### src/rtl/sync_evq_pkg.sv
`timescale 1ns/100ps
package sync_evq_pkg;

  localparam int unsigned REQ_OFFSET  = 0;
  localparam int unsigned CTRL_OFFSET = 4;
  localparam int unsigned ERR_OFFSET  = 8;
  localparam int unsigned NOSTALL_BIT = 8;
  localparam int unsigned CODE_LSB    = 8;
  localparam int unsigned CODE_W      = 8;
  localparam int unsigned FS_BASE     = 5;
  localparam int unsigned MW_BASE     = 7;
  localparam int unsigned PORT_STRIDE = 4;

  typedef enum logic [1:0] {
    SEL_NONE,
    SEL_REQ,
    SEL_CTRL,
    SEL_ERR
  } reg_sel_e;

  // Condition slot j: even slots are frame start, odd slots are write ack, port j/2.
  function automatic int unsigned cond_code(input int unsigned j);
    return ((j % 2) == 0) ? FS_BASE + PORT_STRIDE * (j / 2)
                          : MW_BASE + PORT_STRIDE * (j / 2);
  endfunction

  function automatic reg_sel_e decode_addr(input logic [31:0] a);
    reg_sel_e s;
    case (a)
      32'(REQ_OFFSET):  s = SEL_REQ;
      32'(CTRL_OFFSET): s = SEL_CTRL;
      32'(ERR_OFFSET):  s = SEL_ERR;
      default:          s = SEL_NONE;
    endcase
    return s;
  endfunction

endpackage

### src/rtl/sync_evq_fifo.sv
`timescale 1ns/100ps
module sync_evq_fifo #(
  parameter int unsigned DEPTH = 2,
  parameter int unsigned WIDTH = 3
) (
  input  logic             clk,
  input  logic             rst_n,
  input  logic             push_i,
  input  logic             pop_i,
  input  logic [WIDTH-1:0] data_i,
  output logic [WIDTH-1:0] head_o,
  output logic             empty_o,
  output logic             full_o
);

  localparam int unsigned PTR_W = (DEPTH > 1) ? $clog2(DEPTH) : 1;
  localparam int unsigned OCC_W = $clog2(DEPTH + 1);
  localparam logic [PTR_W-1:0] LAST = PTR_W'(DEPTH - 1);

  logic [WIDTH-1:0] mem_q [DEPTH];
  logic [PTR_W-1:0] rd_q, rd_d, wr_q, wr_d;
  logic [OCC_W-1:0] occ_q, occ_d;

  always_comb begin
    rd_d  = rd_q;
    wr_d  = wr_q;
    occ_d = occ_q;
    if (push_i) wr_d = (wr_q == LAST) ? '0 : wr_q + 1'b1;
    if (pop_i)  rd_d = (rd_q == LAST) ? '0 : rd_q + 1'b1;
    case ({push_i, pop_i})
      2'b10:   occ_d = occ_q + 1'b1;
      2'b01:   occ_d = occ_q - 1'b1;
      default: occ_d = occ_q;
    endcase
  end

  always_ff @(posedge clk or negedge rst_n) begin
    if (!rst_n) begin
      rd_q  <= '0;
      wr_q  <= '0;
      occ_q <= '0;
    end else begin
      rd_q  <= rd_d;
      wr_q  <= wr_d;
      occ_q <= occ_d;
    end
  end

  always_ff @(posedge clk or negedge rst_n) begin
    if (!rst_n) begin
      for (int s = 0; s < DEPTH; s++) mem_q[s] <= '0;
    end else begin
      for (int s = 0; s < DEPTH; s++) begin
        if (push_i && (wr_q == PTR_W'(s))) mem_q[s] <= data_i;
      end
    end
  end

  assign head_o  = mem_q[rd_q];
  assign empty_o = (occ_q == '0);
  assign full_o  = (occ_q == OCC_W'(DEPTH));

endmodule

### src/rtl/sync_evq_counters.sv
`timescale 1ns/100ps
module sync_evq_counters #(
  parameter int unsigned NUM_CNT = 8,
  parameter int unsigned CNT_W   = 32,
  parameter int unsigned NUM_SRC = 8,
  localparam int unsigned IDX_W  = (NUM_CNT > 1) ? $clog2(NUM_CNT) : 1
) (
  input  logic                            clk,
  input  logic                            rst_n,
  input  logic [NUM_SRC-1:0]              src_vld_i,
  input  logic [NUM_SRC-1:0][IDX_W-1:0]   src_idx_i,
  input  logic                            sw_inc_i,
  input  logic [IDX_W-1:0]                sw_idx_i,
  input  logic [IDX_W-1:0]                rd_sel_i,
  output logic [CNT_W-1:0]                rd_val_o
);

  localparam int unsigned AMT_W = $clog2(NUM_SRC + 2);

  logic [CNT_W-1:0] cnt_q [NUM_CNT];
  logic [CNT_W-1:0] cnt_d [NUM_CNT];
  logic [AMT_W-1:0] amt   [NUM_CNT];
  logic [NUM_CNT-1:0] cnt_en;

  // Every source that names counter k contributes one step to it.
  always_comb begin
    for (int k = 0; k < NUM_CNT; k++) begin
      amt[k] = '0;
      for (int s = 0; s < NUM_SRC; s++) begin
        if (src_vld_i[s] && (src_idx_i[s] == IDX_W'(k))) amt[k] = amt[k] + AMT_W'(1);
      end
      if (sw_inc_i && (sw_idx_i == IDX_W'(k))) amt[k] = amt[k] + AMT_W'(1);
      cnt_en[k] = (amt[k] != '0);
      cnt_d[k]  = cnt_q[k] + CNT_W'(amt[k]);
    end
  end

  always_ff @(posedge clk or negedge rst_n) begin
    if (!rst_n) begin
      for (int k = 0; k < NUM_CNT; k++) cnt_q[k] <= '0;
    end else begin
      for (int k = 0; k < NUM_CNT; k++) begin
        if (cnt_en[k]) cnt_q[k] <= cnt_d[k];
      end
    end
  end

  assign rd_val_o = cnt_q[rd_sel_i];

endmodule

### src/rtl/sync_evq_regs.sv
`timescale 1ns/100ps
module sync_evq_regs
  import sync_evq_pkg::*;
#(
  parameter int unsigned ADDR_W = 12,
  parameter int unsigned DATA_W = 32
) (
  input  logic              clk,
  input  logic              rst_n,
  input  logic              wr_fire_i,
  input  logic [ADDR_W-1:0] wr_addr_i,
  input  logic [DATA_W-1:0] wr_data_i,
  input  logic [DATA_W-1:0] drop_bits_i,
  input  logic [ADDR_W-1:0] rd_addr_i,
  output logic              no_stall_o,
  output logic [DATA_W-1:0] err_o,
  output logic [DATA_W-1:0] rd_data_o
);

  reg_sel_e          wr_sel, rd_sel;
  logic              ns_q, ns_d, ns_en;
  logic [DATA_W-1:0] err_q, err_d;
  logic              err_en;

  assign wr_sel = decode_addr(32'(wr_addr_i));
  assign rd_sel = decode_addr(32'(rd_addr_i));

  always_comb begin
    ns_en  = wr_fire_i && (wr_sel == SEL_CTRL);
    ns_d   = wr_data_i[NOSTALL_BIT];
    err_en = (wr_fire_i && (wr_sel == SEL_ERR)) || (drop_bits_i != '0);
    err_d  = err_q;
    if (wr_fire_i && (wr_sel == SEL_ERR)) err_d = err_d & ~wr_data_i;
    err_d  = err_d | drop_bits_i;
  end

  always_ff @(posedge clk or negedge rst_n) begin
    if (!rst_n) begin
      ns_q  <= 1'b0;
      err_q <= '0;
    end else begin
      if (ns_en)  ns_q  <= ns_d;
      if (err_en) err_q <= err_d;
    end
  end

  always_comb begin
    rd_data_o = '0;
    case (rd_sel)
      SEL_CTRL: rd_data_o[NOSTALL_BIT] = ns_q;
      SEL_ERR:  rd_data_o = err_q;
      default:  rd_data_o = '0;
    endcase
  end

  assign no_stall_o = ns_q;
  assign err_o      = err_q;

endmodule

### src/rtl/sync_event_queue.sv
`timescale 1ns/100ps
module sync_event_queue
  import sync_evq_pkg::*;
#(
  parameter int unsigned NUM_PORTS  = 4,
  parameter int unsigned NUM_CNT    = 8,
  parameter int unsigned CNT_W      = 32,
  parameter int unsigned FIFO_DEPTH = 2,
  parameter int unsigned ADDR_W     = 12,
  parameter int unsigned DATA_W     = 32,
  localparam int unsigned IDX_W     = (NUM_CNT > 1) ? $clog2(NUM_CNT) : 1
) (
  input  logic                 clk,
  input  logic                 rst_n,
  input  logic                 wr_en,
  input  logic [ADDR_W-1:0]    wr_addr,
  input  logic [DATA_W-1:0]    wr_data,
  output logic                 wr_ready,
  input  logic [ADDR_W-1:0]    rd_addr,
  output logic [DATA_W-1:0]    rd_data,
  input  logic [NUM_PORTS-1:0] frame_start_evt,
  input  logic [NUM_PORTS-1:0] mem_ack_evt,
  input  logic                 sw_inc,
  input  logic [IDX_W-1:0]     sw_inc_idx,
  input  logic [IDX_W-1:0]     cnt_sel,
  output logic [CNT_W-1:0]     cnt_value
);

  localparam int unsigned NCOND = 2 * NUM_PORTS;

  logic                        req_hit, wr_fire, blocked, no_stall;
  logic [CODE_W-1:0]           req_code;
  logic [IDX_W-1:0]            req_idx;
  logic [NCOND-1:0]            cond_hit, evt, push, pop, drop;
  logic [NCOND-1:0]            fifo_empty, fifo_full;
  logic [NCOND-1:0][IDX_W-1:0] head;
  logic [DATA_W-1:0]           drop_bits, err_bits;

  assign req_hit  = wr_en && (decode_addr(32'(wr_addr)) == SEL_REQ);
  assign req_code = wr_data[CODE_LSB +: CODE_W];
  assign req_idx  = wr_data[IDX_W-1:0];
  assign blocked  = req_hit && ((cond_hit & fifo_full) != '0) && !no_stall;
  assign wr_ready = !blocked;
  assign wr_fire  = wr_en && wr_ready;

  for (genvar j = 0; j < NCOND; j++) begin : g_cond
    localparam int unsigned CODE = cond_code(j);

    assign cond_hit[j] = (req_code == CODE_W'(CODE));

    if ((j % 2) == 0) begin : g_fs
      assign evt[j] = frame_start_evt[j/2];
    end else begin : g_mw
      assign evt[j] = mem_ack_evt[j/2];
    end

    assign push[j] = wr_fire && req_hit && cond_hit[j] && !fifo_full[j];
    assign drop[j] = wr_fire && req_hit && cond_hit[j] &&  fifo_full[j];
    assign pop[j]  = evt[j] && !fifo_empty[j];

    sync_evq_fifo #(
      .DEPTH (FIFO_DEPTH),
      .WIDTH (IDX_W)
    ) u_fifo (
      .clk     (clk),
      .rst_n   (rst_n),
      .push_i  (push[j]),
      .pop_i   (pop[j]),
      .data_i  (req_idx),
      .head_o  (head[j]),
      .empty_o (fifo_empty[j]),
      .full_o  (fifo_full[j])
    );
  end

  // Error bit position equals the condition code.
  always_comb begin
    drop_bits = '0;
    for (int j = 0; j < NCOND; j++) drop_bits[cond_code(j)] = drop[j];
  end

  sync_evq_regs #(
    .ADDR_W (ADDR_W),
    .DATA_W (DATA_W)
  ) u_regs (
    .clk         (clk),
    .rst_n       (rst_n),
    .wr_fire_i   (wr_fire),
    .wr_addr_i   (wr_addr),
    .wr_data_i   (wr_data),
    .drop_bits_i (drop_bits),
    .rd_addr_i   (rd_addr),
    .no_stall_o  (no_stall),
    .err_o       (err_bits),
    .rd_data_o   (rd_data)
  );

  sync_evq_counters #(
    .NUM_CNT (NUM_CNT),
    .CNT_W   (CNT_W),
    .NUM_SRC (NCOND)
  ) u_cnt (
    .clk       (clk),
    .rst_n     (rst_n),
    .src_vld_i (pop),
    .src_idx_i (head),
    .sw_inc_i  (sw_inc),
    .sw_idx_i  (sw_inc_idx),
    .rd_sel_i  (cnt_sel),
    .rd_val_o  (cnt_value)
  );

endmodule

### config.mk
export PLATFORM = sky130hd
export DESIGN_NAME = sync_event_queue
export DESIGN_NICKNAME = d
export VERILOG_FILES = /design/src/rtl/sync_evq_pkg.sv /design/src/rtl/sync_evq_fifo.sv /design/src/rtl/sync_evq_counters.sv /design/src/rtl/sync_evq_regs.sv /design/src/rtl/sync_event_queue.sv
export SDC_FILE = /design/constraint.sdc
export NUM_CORES = 1
export LEC_CHECK = 0
export CAP_MARGIN = 40
export CORE_MARGIN = 2
export CORE_UTILIZATION = 50
export DETAILED_ROUTE_END_ITERATION = 8
export GPL_ROUTABILITY_DRIVEN = 0
export PLACE_DENSITY = 0.68
export SYNTH_ARGS = -nofsm -noshare
export SYNTH_HDL_FRONTEND = slang
export SYNTH_SLANG_ARGS = --single-unit
### constraint.sdc
create_clock -name clk -period 10.1 [get_ports clk]
set_input_delay 2.02 -clock clk [delete_from_list [all_inputs] [get_ports clk]]
set_output_delay 2.02 -clock clk [all_outputs]
set_load 0.02 [all_outputs]
=== Word-level counts from Yosys, hierarchy flattened ===
Index checks and enable logic that the tools add are counted.

* Add/sub/neg operators: 104
* $lt $le $gt $ge: 9
* Eq/ne operators: 104
* Mux-type cells: 129
* Bitwise operators: 21
* Reduce and logical (&&, ||, !) cells: 183

{| class="wikitable"
|+ Operators with widths
! cell !! number
|-
| $add 32x4->32 || 8
|-
| $mux 4 || 64
|-
| $add 4x1->4 const B || 56
|-
| $logic_and 1x1->1 || 127
|-
| $eq 3x3->1 const B || 36
|-
| $bmux 32 s3 || 1
|-
| $mux 32 || 3
|-
| $mux 3 || 24
|-
| $eq 3x2->1 const B || 18
|-
| $eq 2x2->1 const B || 20
|-
| $and 32x32->32 || 1
|-
| $eq 8x4->1 const B || 4
|-
| $not 32->32 || 1
|-
| $or 32x20->32 || 1
|-
| $pmux 2 s2 || 8
|-
| $reduce_bool 32->1 || 1
|-
| $reduce_bool 4->1 || 8
|-
| $eq 3x1->1 const B || 9
|-
| $logic_not 3->1 || 9
|-
| $eq 12x3->1 const B || 2
|-
| $eq 12x4->1 const B || 2
|-
| $logic_not 12->1 || 2
|-
| $mux 1 || 24
|-
| $mux 23 || 1
|-
| 21 further kinds || 120
|}

* Flip-flop bits (word level): 369
* Output and inout port bits: 65
* Word-level logic and storage cells: 600

=== Depth between registers and ports, before layout ===
* Word-level depth: 24
* Depth in mapped cells: 35

=== Cells and area by module ===
Synthesis repeated with hierarchy kept, for this count alone.

* Cells, all modules: 2725
* Area, all modules: 27681.5 um^2

{| class="wikitable"
|+ By module, submodules not included
! module !! instances !! cells each !! area each (um^2) !! seq. area each (um^2)
|-
| sync_evq_counters || 1 || 2208 || 21445.6 || 6406.1
|-
| sync_evq_fifo || 8 || 31 || 437.9 || 250.2
|-
| sync_evq_regs || 1 || 196 || 2228.4 || 825.8
|-
| sync_event_queue || 1 || 73 || 504.2 || 0.0
|}

=== Worst setup path before layout ===
No wires, ideal clock.

* Path type: input to register
* Start: input frame_start_evt[0]
* End: register u_cnt.cnt_q[254] (netlist bit)
* Library setup time: 0.079 ns
* Data arrival time: 7.791 ns
* Data required time: 10.021 ns
* Setup slack: 2.229 ns
* Stages: 33
* Path through: o21ai_0 > inv_1 > nand2_1 > nor2_1 > inv_1 > ha_1 > a2111oi_0 > a21o_1 > ha_1 > mux2_2 > ha_1 > nand2_1 > o31ai_1 > xnor2_1 > mux2i_1 > ha_1 > nor2_1 > nor2_1 > o21ai_0 > xnor2_1 > o21ai_0 > ha_1 > nand2_1 > o21ai_0 > inv_1 > fa_1 > inv_1 > a21o_1 > a21oi_1 > or2_2 > buf_2 > nor4b_1 > xor2_1

* Longest elaborated chain between the ends: 20
* Elaborated cells on any way between the ends: 21

{| class="wikitable"
|+ Ends and longest elaborated chain
! what !! line !! text
|-
| from (decl) || sync_event_queue.sv:21 || <nowiki>input logic [NUM_PORTS-1:0] frame_start_evt,</nowiki>
|-
| $logic_and 1x1->1 * || sync_event_queue.sv:59 || <nowiki>assign pop[j] = evt[j] && !fifo_empty[j];</nowiki>
|-
| via g_cond[0].u_fifo.pop_i || sync_evq_fifo.sv:9 || <nowiki>input logic pop_i,</nowiki>
|-
| $logic_and 1x1->1 * || sync_evq_counters.sv:30 || <nowiki>if (src_vld_i[s] && (src_idx_i[s] == IDX_W'(k))) amt[k] = amt[k] + AMT_W'(1);</nowiki>
|-
| $mux 1 * || sync_evq_counters.sv:30 ||
|-
| $add 1x1->2 || sync_evq_counters.sv:30 ||
|-
| $mux 4 * || sync_evq_counters.sv:30 ||
|-
| $add 4x1->4 || sync_evq_counters.sv:30 ||
|-
| $mux 4 * || sync_evq_counters.sv:30 ||
|-
| [... 5 more ...] || -- ||
|-
| $mux 4 * || sync_evq_counters.sv:30 ||
|-
| $add 4x1->4 || sync_evq_counters.sv:30 ||
|-
| $mux 4 * || sync_evq_counters.sv:30 ||
|-
| $add 4x1->4 || sync_evq_counters.sv:30 ||
|-
| $mux 4 * || sync_evq_counters.sv:30 ||
|-
| $add 4x1->4 || sync_evq_counters.sv:32 || <nowiki>if (sw_inc_i && (sw_idx_i == IDX_W'(k))) amt[k] = amt[k] + AMT_W'(1);</nowiki>
|-
| $mux 4 * || sync_evq_counters.sv:32 ||
|-
| $add 32x4->32 / $reduce_bool 4->1 (equally long branches) || sync_evq_counters.sv:34, sync_evq_counters.sv:33 ||
|-
| to (signal, indexed assignment) || sync_evq_counters.sv:43 || <nowiki>if (cnt_en[k]) cnt_q[k] <= cnt_d[k];</nowiki>
|-
| to (decl) || sync_evq_counters.sv:20 || <nowiki>logic [CNT_W-1:0] cnt_q [NUM_CNT];</nowiki>
|}

Mark *: on every way through the listed nets, which the timed path passes. The rest lies on a longest branch.
A chain may end at the register's enable or synchronous reset.

=== Worst setup path after layout ===
* Start: input mem_ack_evt[0]
* End: register u_cnt.cnt_q[254] (netlist bit)

* Longest elaborated chain between the ends: 18
* Elaborated cells on any way between the ends: 19

{| class="wikitable"
|+ Ends and longest elaborated chain
! what !! line !! text
|-
| from (decl) || sync_event_queue.sv:22 || <nowiki>input logic [NUM_PORTS-1:0] mem_ack_evt,</nowiki>
|-
| $logic_and 1x1->1 * || sync_event_queue.sv:59 ||
|-
| $logic_and 1x1->1 * || sync_evq_counters.sv:30 ||
|-
| $mux 4 * || sync_evq_counters.sv:30 ||
|-
| $add 4x1->4 || sync_evq_counters.sv:30 ||
|-
| $mux 4 * || sync_evq_counters.sv:30 ||
|-
| $add 4x1->4 || sync_evq_counters.sv:30 ||
|-
| $mux 4 * || sync_evq_counters.sv:30 ||
|-
| $add 4x1->4 || sync_evq_counters.sv:30 ||
|-
| [... 2 more ...] || -- ||
|-
| $mux 4 * || sync_evq_counters.sv:30 ||
|-
| $add 4x1->4 || sync_evq_counters.sv:30 ||
|-
| $mux 4 * || sync_evq_counters.sv:30 ||
|-
| $add 4x1->4 || sync_evq_counters.sv:30 ||
|-
| $mux 4 * || sync_evq_counters.sv:30 ||
|-
| $add 4x1->4 || sync_evq_counters.sv:32 ||
|-
| $mux 4 * || sync_evq_counters.sv:32 ||
|-
| $add 32x4->32 / $reduce_bool 4->1 (equally long branches) || sync_evq_counters.sv:34, sync_evq_counters.sv:33 ||
|}

Every way passes the cells marked *; elsewhere a longest branch is shown, timed or not.

==> metrics.md <==
| Metric | Value |
|---|---|
| Fillers | between 4000 and 5000 |
| Initial Util | roughly half |
| Commonest non-fill, non-tap cells in the layout | dfrtp_1 (369), nand2_1 (263), xor2_1 (235) |
| PD cells | roughly 170 nW/um^2 |
| Clk buf depth | 3 |
| CTS buffer count | between 40 and 50 |
| Cell Area, Synth | about 27000 sq um |
| Clock skew | 0.0409 ns |
| Drt via density | about 6 |
| Clk root buf | clkbuf_16 |
| Tcrit/Tclk final | ~88% |
| Worst r2r src | g_cond[1].u_fifo.rd_q$_DFFE_PN0P_ |
| CP dominant cell by count | ha_1 |
| # hold bufs at CTS | 0 |
| Hold_sp | u_cnt.cnt_q[191]$_DFFE_PN0P_ |
| Placed standard-cell area | slightly below 30000 sq um |
| Final Power | ~5.1 mW |
| Slew headroom | between 30% and 40% |
| Path type of the worst min-delay path | reg -> reg |
| Die area | roughly 56000 sq um |
| Seq/Total Area, Yosys | 33.9% |
| Mapped Cells | roughly 2700 |
| Cts repair resizes | 0 |
| Critical path launch point type | input pin |
| GR Overflow Total | 0 |
| Max Fanout on Critical Path | 8 |
| F_max | around 110 MHz |
| RSZ-0062 raised after global routing | no |
| Synth Flop Type | dfrtp_1 |
| # H-tree levels | 2 |
| Num rows | between 80 and 90 |
| Fin. max-slew vios | 0 |
| Non-filler cells, final | roughly 3600 |
| CTS tree | yes |
| CP peak stage delay | ~0.72 ns |
| Iteration-0 DRC Markers | about 1800 |
| Worst Path Required | approximately 11 ns |
| ANT cells | 0 |
| Post-place setup slack | roughly 0.80 ns |
| Final instance area | 30900 sq um |
| Synth-to-Final Area Change | 13.7% |
| Maximum capacitance violations | 0 |
| Syn Nets | about 3000 |
| Clock-pin slew on the worst setup and hold paths | 0.06 ns |
| Commonest non-fill, non-tap cell in the layout | dfrtp_1 |
| Port bufs | between 100 and 150 |
| CP Class | in -> reg |
| Post-route ant nets | 0 |
| Critical path arrival | about 9.4 ns |
| Nets | ~3100 |
| Global Route Usage Sum | 26.1% |
| Via count | roughly 22000 |
| Routed len/inst | roughly 20 um |
| Chip width | about 240 um |
| Drc violations | 0 |
| Critical path endpoint category | flip-flop |
| Latest clock arrival within the worst-skew pair | 0.60 ns |
| Number of synthesized flops with an enable pin | 0 |
| Cell Count Post-Placement | 3519 |
| Synthesis-stage register bit count | 369 |
| IO Count | about 140 |
| Static leakage | ~14 nW |
| TNS Setup | 0 ns |
| Clock sinks | around 370 |
| Post-synth ARST share | 100% |
| Largest net degree at the start of global routing | roughly 130 |
| Crit path time final | roughly 8.9 ns |
| Worst vdd ir | approximately 0.24 mV |
| Post-CTS Setup Inserts | 0 |
| Avg Inst Size Synth | between 9 and 10 sq um |
| CP max stage cell | a2111oi_0 |
| Drt total wl | between 70 and 80 mm |
| Worst Setup SP | mem_ack_evt[0] |
| First-pass GRT wire length | about 120 mm |
| Final Worst Setup Slack | 1.22 ns |
| Share of layout cells above drive strength 1 | between 10 and 15% |
| Synth cell types | about 100 |
| CP delay by family, top | compound AO/OA/AOI/OAI gates |
| # setup viols final | 0 |
| Crit path buf inv count | 3 |
| Status | complete, no violations |
| Vias in the first global route | about 22000 |
| Synth warnings | 0 |
| Core ar. | about 54000 sq um |
| HPWL after DPL | around 55 mm |
| Die height | around 240 um |
| First-pass DRT Iterations | 5 |
| Worst slew pin tran | between 1 and 1.5 ns |
| Initial antenna violation count | 0 |
| Count of final hold-check violations | 0 |
## where the power goes
group | leakage, nW | internal (mW) | switching, mW
combinational | 8.82 | 0.731 | 1.02
clock | 0.730 | 0.998 | 0.674
sequential | 4.94 | 1.58 | 0.135
## per-stage QoR
stage	util [%]	hold slack [ns]
floorplan	-	0.436
global placement	54.5	0.454
detailed placement	54.6	0.460
CTS	57.5	0.472
global route	57.5	0.492
finish	57.5	0.473
## synthesized netlist by cell type, types with 10 or more instances
master     count  area [sq um]
a2111oi_0     10          87.6
a211oi_1      19           143
a211oi_2      11           138
a21boi_0      28           210
a21o_1        19           143
a21oi_1       51           255
a31oi_1       10          62.6
and2_1        43           269
and3_1        48           300
and4_1        12           105
buf_2         24           120
clkbuf_1      51           191
dfrtp_1      369          9230
ha_1         125          1560
inv_1        123           462
mux2_2       107          1200
mux2i_1       29           290
mux4_2        65          1460
nand2_1      263           987
nand2b_1      26           163
nand3_1       94           470
nand3b_1      21           158
nand4_1       35           219
nor2_1       171           642
nor2b_1       20           125
nor3_1        97           485
nor3b_1       40           300
nor4_1        45           282
nor4b_1       14           123
o2111ai_1     20           175
o211ai_1      26           195
o21ai_0       73           365
xnor2_1      182          1590
xnor3_1       17           383
xor2_1       235          2060
## kinds of logic after synthesis
family,count (synthesis),share of synthesized area (%)
and+or+nand+nor,992,19.1
xor gates and xnor gates,453,16.2
DFF,369,33.9
AOI/OAI and AO/OA,367,10.0
buffers and inverters,221,3.34
muxes,204,11.0
adders and majority gates,133,6.34
## path summary, 6_finish.rpt
check / end / slack [ns] / depth (start not counted)
setup / recovery: u_cnt.cnt_q[254]$_DFFE_PN0P_ / 1.22 / 31
hold / removal: u_cnt.cnt_q[191]$_DFFE_PN0P_ / 0.47 / 1
setup reg to reg: u_cnt.cnt_q[254]$_DFFE_PN0P_ / 2.52 / 30
hold reg to reg: u_cnt.cnt_q[191]$_DFFE_PN0P_ / 0.47 / 1
max in group asynchronous: u_cnt.cnt_q[183]$_DFFE_PN0P_ / 7.39 / 2
min in group asynchronous: g_cond[3].u_fifo.occ_q[1]$_DFFE_PN0P_ / 1.47 / 1
## flip-flops by register name, indices dropped and copies added, names as in the netlist
| register | flops |
|---|---|
| g_cond.u_fifo.mem_q | 48 |
| g_cond.u_fifo.occ_q | 16 |
| g_cond.u_fifo.rd_q | 8 |
| g_cond.u_fifo.wr_q | 8 |
| u_cnt.cnt_q | 256 |
| u_regs.err_o | 32 |
| u_regs.no_stall_o | 1 |
## routing by layer
layer | GRT usage [%] | wire length [um]
met5 | 0 | 0
met4 | 6.58 | 1570
met3 | 6.26 | 6040
met2 | 40.8 | 32700
met1 | 36.4 | 32800
## layout make-up
cell class | count | area, sq um | area share (%)
Timing Repair Buffer | 179 | 1740 | 5.61
Tap cell | 696 | 871 | 2.82
Multi-Input combinational cell | 2149 | 17100 | 55.3
Inverter | 128 | 482 | 1.56
Clock inverter | 21 | 320 | 1.04
Clock buffer | 57 | 1200 | 3.87
Sequential cell | 369 | 9230 | 29.9
Note: power is estimated with default switching activity, not from simulation.
